**src/rtl/fi_pkg.sv**
```systemverilog
package fi_pkg;
  localparam int REG_W   = 8;
  localparam int ADDR_W  = 2;
  localparam int NUM_SRC = 3;
  localparam int EVT_LSB = 0;
  localparam int LVL_LSB = 4;

  typedef enum logic [ADDR_W-1:0] {
    A_STATUS = 2'd0,
    A_IND    = 2'd1,
    A_EN     = 2'd2,
    A_NONE   = 2'd3
  } addr_e;

  function automatic logic [REG_W-1:0] valid_mask();
    logic [REG_W-1:0] m;
    m = '0;
    for (int i = 0; i < NUM_SRC; i++) begin
      m[EVT_LSB+i] = 1'b1;
      m[LVL_LSB+i] = 1'b1;
    end
    return m;
  endfunction
endpackage

```
**src/rtl/fi_status.sv**
```systemverilog
module fi_status #(
  parameter int NSRC = 3
) (
  input  logic            clk,
  input  logic            rst_n,
  input  logic [NSRC-1:0] cond,
  output logic [NSRC-1:0] stat_q,
  output logic [NSRC-1:0] toggle
);
  logic [NSRC-1:0] stat_d;
  logic            upd;

  always_comb begin
    stat_d = cond;
    toggle = cond ^ stat_q;
    upd    = |toggle;
  end

  always_ff @(posedge clk or negedge rst_n) begin
    if (!rst_n)   stat_q <= '0;
    else if (upd) stat_q <= stat_d;
  end
endmodule

```
**src/rtl/fi_latch.sv**
```systemverilog
module fi_latch #(
  parameter int W = 8
) (
  input  logic         clk,
  input  logic         rst_n,
  input  logic [W-1:0] set,
  input  logic         clr,
  output logic [W-1:0] q
);
  for (genvar i = 0; i < W; i++) begin : g_bit
    logic d;
    logic ce;
    always_comb begin
      ce = set[i] | clr;
      d  = set[i] | (q[i] & ~clr);
    end
    always_ff @(posedge clk or negedge rst_n) begin
      if (!rst_n)  q[i] <= 1'b0;
      else if (ce) q[i] <= d;
    end
  end
endmodule

```
**src/rtl/fi_regs.sv**
```systemverilog
module fi_regs #(
  parameter int               REG_W  = 8,
  parameter int               ADDR_W = 2,
  parameter logic [REG_W-1:0] MASK   = '1
) (
  input  logic              clk,
  input  logic              rst_n,
  input  logic              en_we,
  input  logic [REG_W-1:0]  en_wdata,
  input  logic              rd_en,
  input  logic [ADDR_W-1:0] rd_addr,
  input  logic [REG_W-1:0]  stat_reg,
  input  logic [REG_W-1:0]  ind_reg,
  output logic [REG_W-1:0]  en_reg,
  output logic [REG_W-1:0]  rd_data
);
  import fi_pkg::*;

  logic [REG_W-1:0] en_d;

  always_comb en_d = en_wdata & MASK;

  always_ff @(posedge clk or negedge rst_n) begin
    if (!rst_n)     en_reg <= '0;
    else if (en_we) en_reg <= en_d;
  end

  always_comb begin
    rd_data = '0;
    if (rd_en) begin
      case (addr_e'(rd_addr))
        A_STATUS: rd_data = stat_reg;
        A_IND:    rd_data = ind_reg;
        A_EN:     rd_data = en_reg;
        default:  rd_data = '0;
      endcase
    end
  end
endmodule

```
**src/rtl/framer_irq_ctrl.sv**
```systemverilog
module framer_irq_ctrl (
  input  logic       clk,
  input  logic       rst_n,
  input  logic       frm_unlocked,
  input  logic       frm_crit,
  input  logic       crc_excess,
  input  logic       cmf_unlocked,
  input  logic       smf_crit,
  input  logic       evt_fas_err,
  input  logic       evt_cmf_err,
  input  logic       evt_smf_err,
  input  logic       en_we,
  input  logic [7:0] en_wdata,
  input  logic       rd_en,
  input  logic [1:0] rd_addr,
  output logic [7:0] rd_data,
  output logic       irq
);
  import fi_pkg::*;

  localparam int               NSRC = NUM_SRC;
  localparam logic [REG_W-1:0] MASK = valid_mask();

  logic [NSRC-1:0]  cond;
  logic [NSRC-1:0]  evt;
  logic [NSRC-1:0]  stat_q;
  logic [NSRC-1:0]  toggle;
  logic [REG_W-1:0] stat_reg;
  logic [REG_W-1:0] set_w;
  logic [REG_W-1:0] ind_reg;
  logic [REG_W-1:0] en_reg;
  logic             rd_clr;
  logic             frm_lost;

  always_comb begin
    frm_lost = frm_unlocked | frm_crit | crc_excess;
    cond[0]  = frm_lost;
    cond[1]  = cmf_unlocked | crc_excess;
    cond[2]  = frm_lost | smf_crit;
    evt      = {evt_smf_err, evt_cmf_err, evt_fas_err};
  end

  fi_status #(.NSRC(NSRC)) u_status (
    .clk    (clk),
    .rst_n  (rst_n),
    .cond   (cond),
    .stat_q (stat_q),
    .toggle (toggle)
  );

  always_comb begin
    stat_reg = '0;
    set_w    = '0;
    for (int i = 0; i < NSRC; i++) begin
      stat_reg[LVL_LSB+i] = stat_q[i];
      set_w[LVL_LSB+i]    = toggle[i];
      set_w[EVT_LSB+i]    = evt[i];
    end
    rd_clr = rd_en && (addr_e'(rd_addr) == A_IND);
  end

  fi_latch #(.W(REG_W)) u_ind (
    .clk   (clk),
    .rst_n (rst_n),
    .set   (set_w),
    .clr   (rd_clr),
    .q     (ind_reg)
  );

  fi_regs #(.REG_W(REG_W), .ADDR_W(ADDR_W), .MASK(MASK)) u_regs (
    .clk      (clk),
    .rst_n    (rst_n),
    .en_we    (en_we),
    .en_wdata (en_wdata),
    .rd_en    (rd_en),
    .rd_addr  (rd_addr),
    .stat_reg (stat_reg),
    .ind_reg  (ind_reg),
    .en_reg   (en_reg),
    .rd_data  (rd_data)
  );

  always_comb irq = |(ind_reg & en_reg);
endmodule

```
**config.mk**
```make
export PLATFORM = sky130hd
export DESIGN_NAME = framer_irq_ctrl
export DESIGN_NICKNAME = d
export VERILOG_FILES = /design/src/rtl/fi_pkg.sv /design/src/rtl/fi_status.sv /design/src/rtl/fi_latch.sv /design/src/rtl/fi_regs.sv /design/src/rtl/framer_irq_ctrl.sv
export SDC_FILE = /design/constraint.sdc
export NUM_CORES = 1
export LEC_CHECK = 0
export BUFFER_PORTS_ARGS = -buffer_cell sky130_fd_sc_hd__clkbuf_2
export CAP_MARGIN = 10
export CORE_ASPECT_RATIO = 1.2
export CORE_MARGIN = 2
export CORE_UTILIZATION = 48
export DETAILED_ROUTE_END_ITERATION = 10
export GPL_TIMING_DRIVEN = 0
export PLACE_DENSITY = 0.82
export SLEW_MARGIN = 20
export SYNTH_ARGS = -nofsm -noshare
export SYNTH_HDL_FRONTEND = slang
export SYNTH_HIERARCHICAL = 1
export SYNTH_SLANG_ARGS = --single-unit
```
**constraint.sdc**
```tcl
create_clock -name clk -period 1.01 [get_ports clk]
set_input_delay 0 -clock clk [delete_from_list [all_inputs] [get_ports clk]]
set_output_delay 0 -clock clk [all_outputs]
set_load 0.01 [all_outputs]
```
Word level (Yosys, flattened, before mapping)
Cells that the tools add are included.

word-level totals
  flip-flop bits (word level) = 17
  input bits = 22

cells by class
  equality and inequality tests = 2
  reductions and logical operators = 4
  muxes and demuxes = 2
  bitwise gates (word level) = 27

operators with widths
  cell                                                              number
  8-bit case mux with 3 select lines                                1
  1-bit bitwise OR                                                  16
  1-bit bitwise AND                                                 8
  8-bit by 7-bit bitwise AND with 8-bit output                      1
  8-bit 2-to-1 mux                                                  1
  8-bit OR reduction                                                1
  3-bit OR reduction                                                1
  3-bit bitwise XOR                                                 1
  2-bit by 1-bit == test with 1-bit output (second input constant)  1
  2-bit == test (second input constant)                             1
  2-bit zero test                                                   1
  1-bit logical AND                                                 1
  1-bit inverter                                                    1

Depth between registers and ports, before layout
Gate-level depths: netlist (run 1).

  depth after elaboration = 5
  gate-level depth with buffers = 4
  mapped depth without buffers = 4

Hierarchy
The synthesis (run 1) kept the hierarchy.

by module, submodules not included
  module           area an instance (µm²)  instances  cells an instance  seq. area each (µm²)
  fi_regs          470.5                   1          47                 150.1
  fi_latch         264.0                   1          17                 200.2
  fi_status        112.6                   1          9                  75.1
  framer_irq_ctrl  71.3                    1          11                 0.0

Least setup slack after synthesis (run 1)
Ideal clock, no wire load.

  path type = in2reg
  start point = in frm_crit
  end point = reg u_ind.q[6]
  arrival time = 0.886 ns
  path slack = 0.006 ns
  stages on the path = 4
  required time = 0.892 ns
  setup time = 0.118 ns
  buffers on the path = 0
  cell sequence = or3_4 or2_1 xor2_1 a21o_1

between the ends
  longest elaborated chain between the ends = 5
  elaborated cells between the ends (all ways) = 6

RTL lines
  item                                 RTL line                        text
  from (decl)                          framer_irq_ctrl.sv:5            input logic frm_crit,
  1-bit bitwise OR (*) (2 in series)   framer_irq_ctrl.sv:36           frm_lost = frm_unlocked | frm_crit | crc_excess;
  1-bit bitwise OR (*)                 framer_irq_ctrl.sv:39           cond[2] = frm_lost | smf_crit;
  net cond[2]                          framer_irq_ctrl.sv:24           logic [NSRC-1:0] cond;
  3-bit bitwise XOR (*)                fi_status.sv:15                 toggle = cond ^ stat_q;
  net toggle[2]                        framer_irq_ctrl.sv:27           logic [NSRC-1:0] toggle;
  1-bit bitwise OR (on tied branches)  fi_latch.sv:15, fi_latch.sv:14
  to (signal, indexed assignment)      fi_latch.sv:18                  if (!rst_n) q[i] <= 1'b0;
  to (signal, indexed assignment)      fi_latch.sv:19                  else if (ce) q[i] <= d;
  to (decl)                            fi_latch.sv:8                   output logic [W-1:0] q

Mark *: on every way through the listed nets, which the timed path passes. The rest lies on a longest branch.
A chain may end at the register's enable or synchronous reset.

Final worst setup path (run 1)
  start point = reg u_regs.en_reg[5]
  end point = out rd_data[5]

between the ends
  longest elaborated chain between the ends = 2

RTL lines
  item                                RTL line               text
  from (decl)                         fi_regs.sv:14          output logic [REG_W-1:0] en_reg,
  from (signal assigned)              fi_regs.sv:25          else if (en_we) en_reg <= en_d;
  8-bit case mux with 3 select lines  fi_regs.sv:31          case (addr_e'(rd_addr))
  8-bit 2-to-1 mux                    fi_regs.sv:30          if (rd_en) begin
  to (decl)                           framer_irq_ctrl.sv:16  output logic [7:0] rd_data,

Every way passes these cells.

==> qor.txt, run 1 <==
===========================================================================================
Total of buffers placed on input and output ports                                        27
Worst-path maximum fanout                                                                 3
Switch share                                                                          0.266
Total area of multi-input combinational cells                                      469 um^2
Number of cells produced by synthesis                                                    84
Number of core rows                                                                      17
Final clock skew                                                                0.000465 ns
Final critical-path share of the clock period                                          1.25
Avg Cell Area, Syn                                                                10.9 um^2
Power per cell area                                                            1170 nW/um^2
Nature of the critical path startpoint                                            flip-flop
Share of synthesized area occupied by flip-flops and latches                          0.463
Period minus WS final                                                               1.26 ns
Worst Hold Class                                                               input pin to flip-flop
Required @ worst endpoint                                                           1.01 ns
Post-layout util                                                                      0.702
Post-DR vias/cell                                                                      5.24
Die width                                                                           43.9 um
Layout cells sized above 1                                                            0.362
Total of fill cells in the finished design                                              146
Synth Cell Area                                                                    918 um^2
Final routed wirelength across all metal layers                                     2100 um
Worst path arrival time                                                             1.26 ns
Hold Fails Final Rpt                                                                      0
Number of flip-flops under the largest register name                                      8
Synth area leaders                                                             sky130_fd_sc_hd__dfrtp_1 46%, sky130_fd_sc_hd__mux2i_1 8.7%, sky130_fd_sc_hd__mux2_2 7.4%
H-tree Lvls                                                                               1
Outcome                                                                        complete, but fails checks
Static leakage                                                                     0.616 nW
Share of Yosys cell area claimed by the top area cell type                            0.463
TritonCTS clock tree                                                                   done
Post-Route Hold Slack                                                             0.0164 ns
Crit. End Element                                                               output port
Fin worst setup slack                                                             -0.251 ns
Number of distinct library cells after synthesis                                         23
Core area                                                                         1830 um^2
Total Nets Final                                                                        161
Clock group share of total power                                                      0.236
Die outline height                                                                  51.9 um
Internal power                                                                    0.00110 W
FMAX                                                                                793 MHz
Via count of the first global-routing pass                                              795
Clk Tree Root Cell                                                             sky130_fd_sc_hd__clkbuf_4
Violations in the final reports                                                setup timing
Clk sinks                                                                                17
Initial antenna violation count                                                           0
Total DRC errors in the routed layout                                                     0
Cts bufs inserted                                                                         3
GRT Util Overall                                                                      0.207
Count of antenna diodes in the layout                                                     0
Vias after detailed routing                                                             822
Pin count of the biggest net entering global routing                                     18
First-pass GRT wire length                                                          3390 um
Number of design-rule violations left by the first detailed-router iteration             11
Area taken by flip-flops and latches                                               425 um^2
RSZ-0062 raised after global routing                                                   true
First-pass iteration count of the detailed router                                         4
Top cell type by total area after synthesis                                    sky130_fd_sc_hd__dfrtp_1
Final HPWL DP                                                                       1470 um
Portion of total power attributed to sequential cells                                 0.527
Final setup fails                                                                         8
Global route overflow                                                                     0
Sw power                                                                         0.000398 W
Clock tree buffer depth                                                                   2
Number of warnings reported in the yosys synthesis log                                    6
Maximum vdd ir drop                                                              0.000924 V
I/O pin total                                                                            31
Number of antenna-violating nets in the routed design                                     0
Starting utilization of the core area                                                 0.502
Per-cell routed wire length                                                         13.4 um
Gp weighted congestion                                                                0.804
Pins Over Slew Limit                                                                      0
Synthesis-stage register bit count                                                       17
Die area                                                                          2280 um^2
Post-synthesis to final-layout area growth                                            39.9%
Number of max-capacitance violations reported                                             0
CP Class                                                                       flip-flop to output port
Worst-Skew Late Latency                                                             0.28 ns
Portion of total power attributed to combinational logic                              0.237
Clock slew seen by the registers of the worst setup and hold paths                  0.09 ns
===========================================================================================
==> power by group through the flow <==
stage | sequential [W] | combinational [W] | clock [W]
6_report | 0.000790 | 0.000354 | 0.000354
5_1_grt | 0.000798 | 0.000391 | 0.000399
4_1_cts | 0.000785 | 0.000336 | 0.000363
3_5_place_dp | 0.000801 | 0.000284 | 0
3_3_place_gp | 0.000798 | 0.000270 | 0
2_1_floorplan | 0.000783 | 0.000183 | 0
==> worst paths after layout <==
path	from	to	slack, ns	cells after the start
worst max-delay path	u_regs/en_reg[5]	rd_data[5]	-0.25	4
worst min-delay path	smf_crit	u_status/stat_q[2]	0.02	3
worst max register to register	u_regs/en_reg[5]	u_regs/en_reg[5]	-0.04	3
worst min register to register	u_ind/q[4]	u_ind/q[4]	0.52	1
max in group asynchronous	rst_n	u_ind/q[1]	0.55	2
min in group asynchronous	rst_n	u_ind/q[3]	0.17	2
==> placed cells by master, fill, tap and decap left out <==
cell and n:
sky130_fd_sc_hd__nor2_1 3, sky130_fd_sc_hd__nand3b_1 6, sky130_fd_sc_hd__clkbuf_1 4, sky130_fd_sc_hd__a22oi_1 3, sky130_fd_sc_hd__buf_4 7, sky130_fd_sc_hd__nand2b_1 1
sky130_fd_sc_hd__a21o_1 8, sky130_fd_sc_hd__buf_6 2, sky130_fd_sc_hd__and2_1 6, sky130_fd_sc_hd__inv_2 1, sky130_fd_sc_hd__a22oi_2 1, sky130_fd_sc_hd__nand4_1 1
sky130_fd_sc_hd__clkbuf_4 3, sky130_fd_sc_hd__dfrtp_1 17, sky130_fd_sc_hd__or2_4 1, sky130_fd_sc_hd__mux2_2 6, sky130_fd_sc_hd__buf_2 2, sky130_fd_sc_hd__nand2_1 1
sky130_fd_sc_hd__xor2_1 3, sky130_fd_sc_hd__conb_1 9, sky130_fd_sc_hd__mux2i_1 8, sky130_fd_sc_hd__or2_1 1, sky130_fd_sc_hd__or3_4 1, sky130_fd_sc_hd__clkbuf_2 26
sky130_fd_sc_hd__o21ai_1 6, sky130_fd_sc_hd__dlygate4sd3_1 11
==> timing repair <==
| item | 4_1_cts | 5_1_grt |
|---|---|---|
| pin swaps | 12 | 2 |
| buffers inserted | 3 | 2 |
| gates resized for setup | 3 | 3 |
| hold buffers | 11 | 0 |
| endpoints found under the hold margin | 27 | 0 |
| endpoints found under the setup margin | 8 | 10 |
==> cell usage after synthesis <==
| cell | instances |
|---|---|
| sky130_fd_sc_hd__and2_1 | 6 |
| sky130_fd_sc_hd__dfrtp_1 | 17 |
| sky130_fd_sc_hd__buf_6 | 2 |
| sky130_fd_sc_hd__buf_4 | 2 |
| sky130_fd_sc_hd__a22oi_1 | 4 |
| sky130_fd_sc_hd__a21o_1 | 8 |
| sky130_fd_sc_hd__mux2i_1 | 8 |
| sky130_fd_sc_hd__nand2_1 | 1 |
| sky130_fd_sc_hd__nand3b_1 | 6 |
| sky130_fd_sc_hd__mux2_2 | 6 |
| sky130_fd_sc_hd__or2_2 | 1 |
| sky130_fd_sc_hd__o21ai_1 | 3 |
| sky130_fd_sc_hd__clkbuf_1 | 3 |
| sky130_fd_sc_hd__or2_1 | 1 |
| sky130_fd_sc_hd__nand4_1 | 1 |
| sky130_fd_sc_hd__inv_2 | 1 |
| sky130_fd_sc_hd__o21ai_0 | 3 |
| sky130_fd_sc_hd__conb_1 | 2 |
| sky130_fd_sc_hd__nor2_1 | 3 |
| sky130_fd_sc_hd__xor2_1 | 3 |
| sky130_fd_sc_hd__or3_4 | 1 |
| sky130_fd_sc_hd__buf_2 | 1 |
| sky130_fd_sc_hd__nand2b_1 | 1 |
==> stage by stage <==
stage	total power (W)	worst slack (ns)	TNS, ns	instances	cell area (um^2)
finish	0.00150	-0.251	-1.38	157	1280
floorplan	0.000966	0.00635	0	91	945
detailed placement	0.00109	-0.112	-0.112	137	1100
global route	0.00159	-0.319	-2.04	157	1280
global placement	0.00107	-0.0973	-0.0973	137	1100
CTS	0.00148	-0.223	-1.31	155	1260
==> layer usage <==
metal / track usage / share of wire / wire, um
met4: 0.106 / 0.023 / 48
met2: 0.365 / 0.54 / 1130
met3: 0.0313 / 0.050 / 106
met1: 0.236 / 0.39 / 815
met5: 0 / 0 / 0
==> logic make-up after synthesis <==
kind of cell,count (synthesis),synth area share
AND/OR/NAND/NOR,21,0.146
XOR/XNOR,3,0.0286
multiplexers,14,0.161
buffers and inverters,9,0.0627
other,2,0.00818
AO/OA/AOI/OAI,18,0.131
flip-flops,17,0.463
==> area by class of cell <==
type | count | share of cell area
plain buffers | 8 | 0.0419
clock buffers | 4 | 0.0204
inverters | 1 | 0.00292
multi-input cells | 65 | 0.365
flip-flops and latches | 17 | 0.331
well taps | 19 | 0.0185
repair buffers | 43 | 0.220
==> critical path, stage by stage, from the launching register on <==
cell,delay [ns]
sky130_fd_sc_hd__dfrtp_1,0.42
sky130_fd_sc_hd__mux2i_1,0.20
sky130_fd_sc_hd__o21ai_1,0.08
sky130_fd_sc_hd__and2_1,0.15
sky130_fd_sc_hd__clkbuf_2,0.12
Power figures use the tool's default switching activity.
==> run 2, diff against run 1 <==
--- a/config.mk
+++ b/config.mk
@@ -5,14 +5,15 @@
 export SDC_FILE = /design/constraint.sdc
 export NUM_CORES = 1
 export LEC_CHECK = 0
+export ABC_AREA = 1
 export BUFFER_PORTS_ARGS = -buffer_cell sky130_fd_sc_hd__clkbuf_2
 export CAP_MARGIN = 10
 export CORE_ASPECT_RATIO = 1.2
 export CORE_MARGIN = 2
-export CORE_UTILIZATION = 48
+export CORE_UTILIZATION = 50
 export DETAILED_ROUTE_END_ITERATION = 10
 export GPL_TIMING_DRIVEN = 0
-export PLACE_DENSITY = 0.82
+export PLACE_DENSITY = 0.83
 export SLEW_MARGIN = 20
 export SYNTH_ARGS = -nofsm -noshare
 export SYNTH_HDL_FRONTEND = slang
==> run 2 against run 1 <==
The flow still finishes with violations (setup timing). Critical path depth rose by 1. Sequential power fell by 0.8%. Total power rose by 1.3%. Wire length rose by 12%. Clock skew barely moved. Synthesized area rose by 10%.
==> qor.txt, run 2 <==
===========================================================================================
Outcome                                                                        complete, but fails checks
Violations in the final reports                                                setup timing
Core area                                                                         1870 um^2
First-pass GRT wire length                                                          3710 um
Post-DR vias/cell                                                                      4.90
Share of synthesized area occupied by flip-flops and latches                          0.421
Final setup fails                                                                         7
Final routed wirelength across all metal layers                                     2360 um
Number of flip-flops under the largest register name                                      8
Hold Path End                                                                  u_status/stat_q[1]
Total of buffers placed on input and output ports                                        27
Total area of multi-input combinational cells                                      482 um^2
Starting utilization of the core area                                                 0.540
Final std cell area, no fill                                                      1370 um^2
Period minus WS final                                                               1.11 ns
Total length of routed met3 wires                                                    118 um
Prevailing post-synth register cell                                            sky130_fd_sc_hd__dfrtp_1
Number of cells produced by synthesis                                                   142
Clock tree buffer depth                                                                   2
RSZ-0062 raised after global routing                                                   true
Final clock skew                                                                0.000433 ns
Final critical-path share of the clock period                                          1.10
Gp weighted congestion                                                                0.813
Initial antenna violation count                                                           0
Worst Hold Class                                                               input pin to flip-flop
Number of max-capacitance violations reported                                             0
Leading cell type by number of instances after synthesis                       sky130_fd_sc_hd__nand2_1
Number of warnings reported in the yosys synthesis log                                    6
Clk sinks                                                                                17
Worst-path maximum fanout                                                                 3
Worst path arrival time                                                             1.11 ns
Fin worst setup slack                                                             -0.102 ns
Crit. End Element                                                               output port
Synth area leaders                                                             sky130_fd_sc_hd__dfrtp_1 42%, sky130_fd_sc_hd__nand2_1 21%, sky130_fd_sc_hd__nand3_1 8.9%
FMAX                                                                                899 MHz
Static leakage                                                                     0.831 nW
Synth top cells by count                                                       56 x sky130_fd_sc_hd__nand2_1, 22 x sky130_fd_sc_hd__inv_1, 18 x sky130_fd_sc_hd__nand3_1
Number of distinct library cells after synthesis                                         19
Crit Reg-Reg Startpoint                                                        u_regs/en_reg[0]
Vias after detailed routing                                                            1044
H-tree Lvls                                                                               1
Worst-Skew Late Latency                                                             0.28 ns
Pin count of the biggest net entering global routing                                     18
Cts bufs inserted                                                                         3
Clock slew seen by the registers of the worst setup and hold paths                  0.09 ns
Total DRC errors in the routed layout                                                     0
Nature of the critical path startpoint                                            flip-flop
Per-cell routed wire length                                                         11.1 um
Post-layout util                                                                      0.731
Pins Over Slew Limit                                                                      0
Setup TNS                                                                         -0.467 ns
Total Nets Final                                                                        217
Met2 layer wire length in the routed design                                         1200 um
First-pass iteration count of the detailed router                                         4
Global route overflow                                                                     0
PnR Total Power                                                                   0.00152 W
Area taken by flip-flops and latches                                               425 um^2
Hold Fails Final Rpt                                                                      0
Placed cell area                                                                  1200 um^2
Power per cell area                                                            1110 nW/um^2
Final HPWL DP                                                                       1630 um
Most frequent standard cell in the layout excluding fill and tap cells         sky130_fd_sc_hd__nand2_1
Post-synth ARST share                                                                  1.00
Total of fill cells in the finished design                                              151
Number of instances on the worst hold path                                                3
Number of enable flip-flop cells after synthesis                                          0
TritonCTS clock tree                                                                   done
Share of Yosys cell area claimed by the top area cell type                            0.421
Count of antenna diodes in the layout                                                     0
Synthesis-stage register bit count                                                       17
Wire length the detailed router placed on met1                                       978 um
Via count of the first global-routing pass                                              968
Die area                                                                          2400 um^2
Startpoint of the most critical hold path                                      cmf_unlocked
CP Class                                                                       flip-flop to output port
Die width                                                                           45.1 um
Number of design-rule violations left by the first detailed-router iteration             35
Top cell type by total area after synthesis                                    sky130_fd_sc_hd__dfrtp_1
Synth Cell Area                                                                   1010 um^2
FF-to-FF setup slack                                                                0.06 ns
I/O pin total                                                                            31
Number of antenna-violating nets in the routed design                                     0
Maximum vdd ir drop                                                              0.000821 V
Required @ worst endpoint                                                           1.01 ns
GRT Util Overall                                                                      0.210
Top routing layer in use                                                               met4
Post-synthesis to final-layout area growth                                            35.4%
Die outline height                                                                  53.3 um
Layout cells sized above 1                                                            0.258
Endpoint of the worst register-to-register path                                u_regs/en_reg[0]
Clk Tree Root Cell                                                             sky130_fd_sc_hd__clkbuf_4
Number of core rows                                                                      17
Worst r2r path cells                                                                      2
Avg Cell Area, Syn                                                                7.12 um^2
Top library cells by usage in the layout, fill and taps aside                  56 x sky130_fd_sc_hd__nand2_1, 22 x sky130_fd_sc_hd__inv_1, 22 x sky130_fd_sc_hd__clkbuf_2
Post-Place Worst Slack                                                             0.180 ns
===========================================================================================
-- run 2: changes by cell type after synthesis, moves of 4 or more --
cell	before	now
sky130_fd_sc_hd__mux2i_1	8	0
sky130_fd_sc_hd__nand3b_1	6	0
sky130_fd_sc_hd__inv_1	0	22
sky130_fd_sc_hd__mux2_1	0	5
sky130_fd_sc_hd__a21o_1	8	0
sky130_fd_sc_hd__nand2_1	1	56
sky130_fd_sc_hd__and2_1	6	0
sky130_fd_sc_hd__mux2_2	6	1
sky130_fd_sc_hd__nand3_1	0	18
sky130_fd_sc_hd__a22oi_1	4	0
-- run 2: worst max-delay path, stage by stage (launching register included) --
cell and delay [ns]:
sky130_fd_sc_hd__dfrtp_1 0.41, sky130_fd_sc_hd__nand2_1 0.08, sky130_fd_sc_hd__nand2_1 0.06, sky130_fd_sc_hd__nor2_2 0.10
sky130_fd_sc_hd__nand2_1 0.06, sky130_fd_sc_hd__clkbuf_2 0.12
-- run 2: worst max path at each step --
stage,to,slack [ns],start
floorplan,u_regs/en_reg[0],0.26,u_regs/en_reg[0]
global placement,u_ind/q[6],0.21,frm_crit
detailed placement,u_ind/q[6],0.18,frm_crit
CTS,irq,-0.11,u_ind/q[5]
global route,irq,-0.21,u_ind/q[4]
finish,irq,-0.10,u_ind/q[4]
-- run 2: cell families after synthesis --
family	count (synthesis)	synth area share
flip-flops	17	0.421
AO/OA/AOI/OAI	2	0.00990
AND/OR/NAND/NOR	82	0.350
multiplexers	6	0.0668
buffers and inverters	33	0.145
other	2	0.00743
-- run 2: metal layers --
layer,global-route usage,vias to the layer above
li1,-,517
met5,0,-
met2,0.398,48
met4,0.0735,0
met3,0.0273,11
met1,0.231,468
-- run 2: final cells by class --
| cell class | instances | area share |
|---|---|---|
| well taps | 19 | 0.0174 |
| multi-input cells | 99 | 0.352 |
| inverters | 25 | 0.0704 |
| flip-flops and latches | 17 | 0.311 |
| clock buffers | 4 | 0.0192 |
| repair buffers | 41 | 0.194 |
| plain buffers | 8 | 0.0366 |
-- run 2: repair_timing --
action	CTS	global route
resized for setup	0	9
hold buffers	10	0
endpoints found under the setup margin	7	9
buffers inserted	1	3
pin swaps	16	5
hold endpoints to repair	26	0
-- run 2: per-stage QoR --
stage / instances / hold WS [ns]
2_1_floorplan: 149 / -0.296
3_3_place_gp: 195 / -0.0529
3_5_place_dp: 195 / -0.0468
4_1_cts: 210 / 0.0151
5_1_grt: 213 / 0.0396
6_report: 213 / 0.00272
-- run 2: where the power goes --
part / internal [W] / leakage, nW / total (W) / switching [W]
clock network: 0.000153 / 0.0150 / 0.000354 / 0.000200
registers: 0.000738 / 0.179 / 0.000784 / 0.0000461
logic: 0.000179 / 0.637 / 0.000380 / 0.000201
total: 0.00107 / 0.831 / 0.00152 / 0.000447
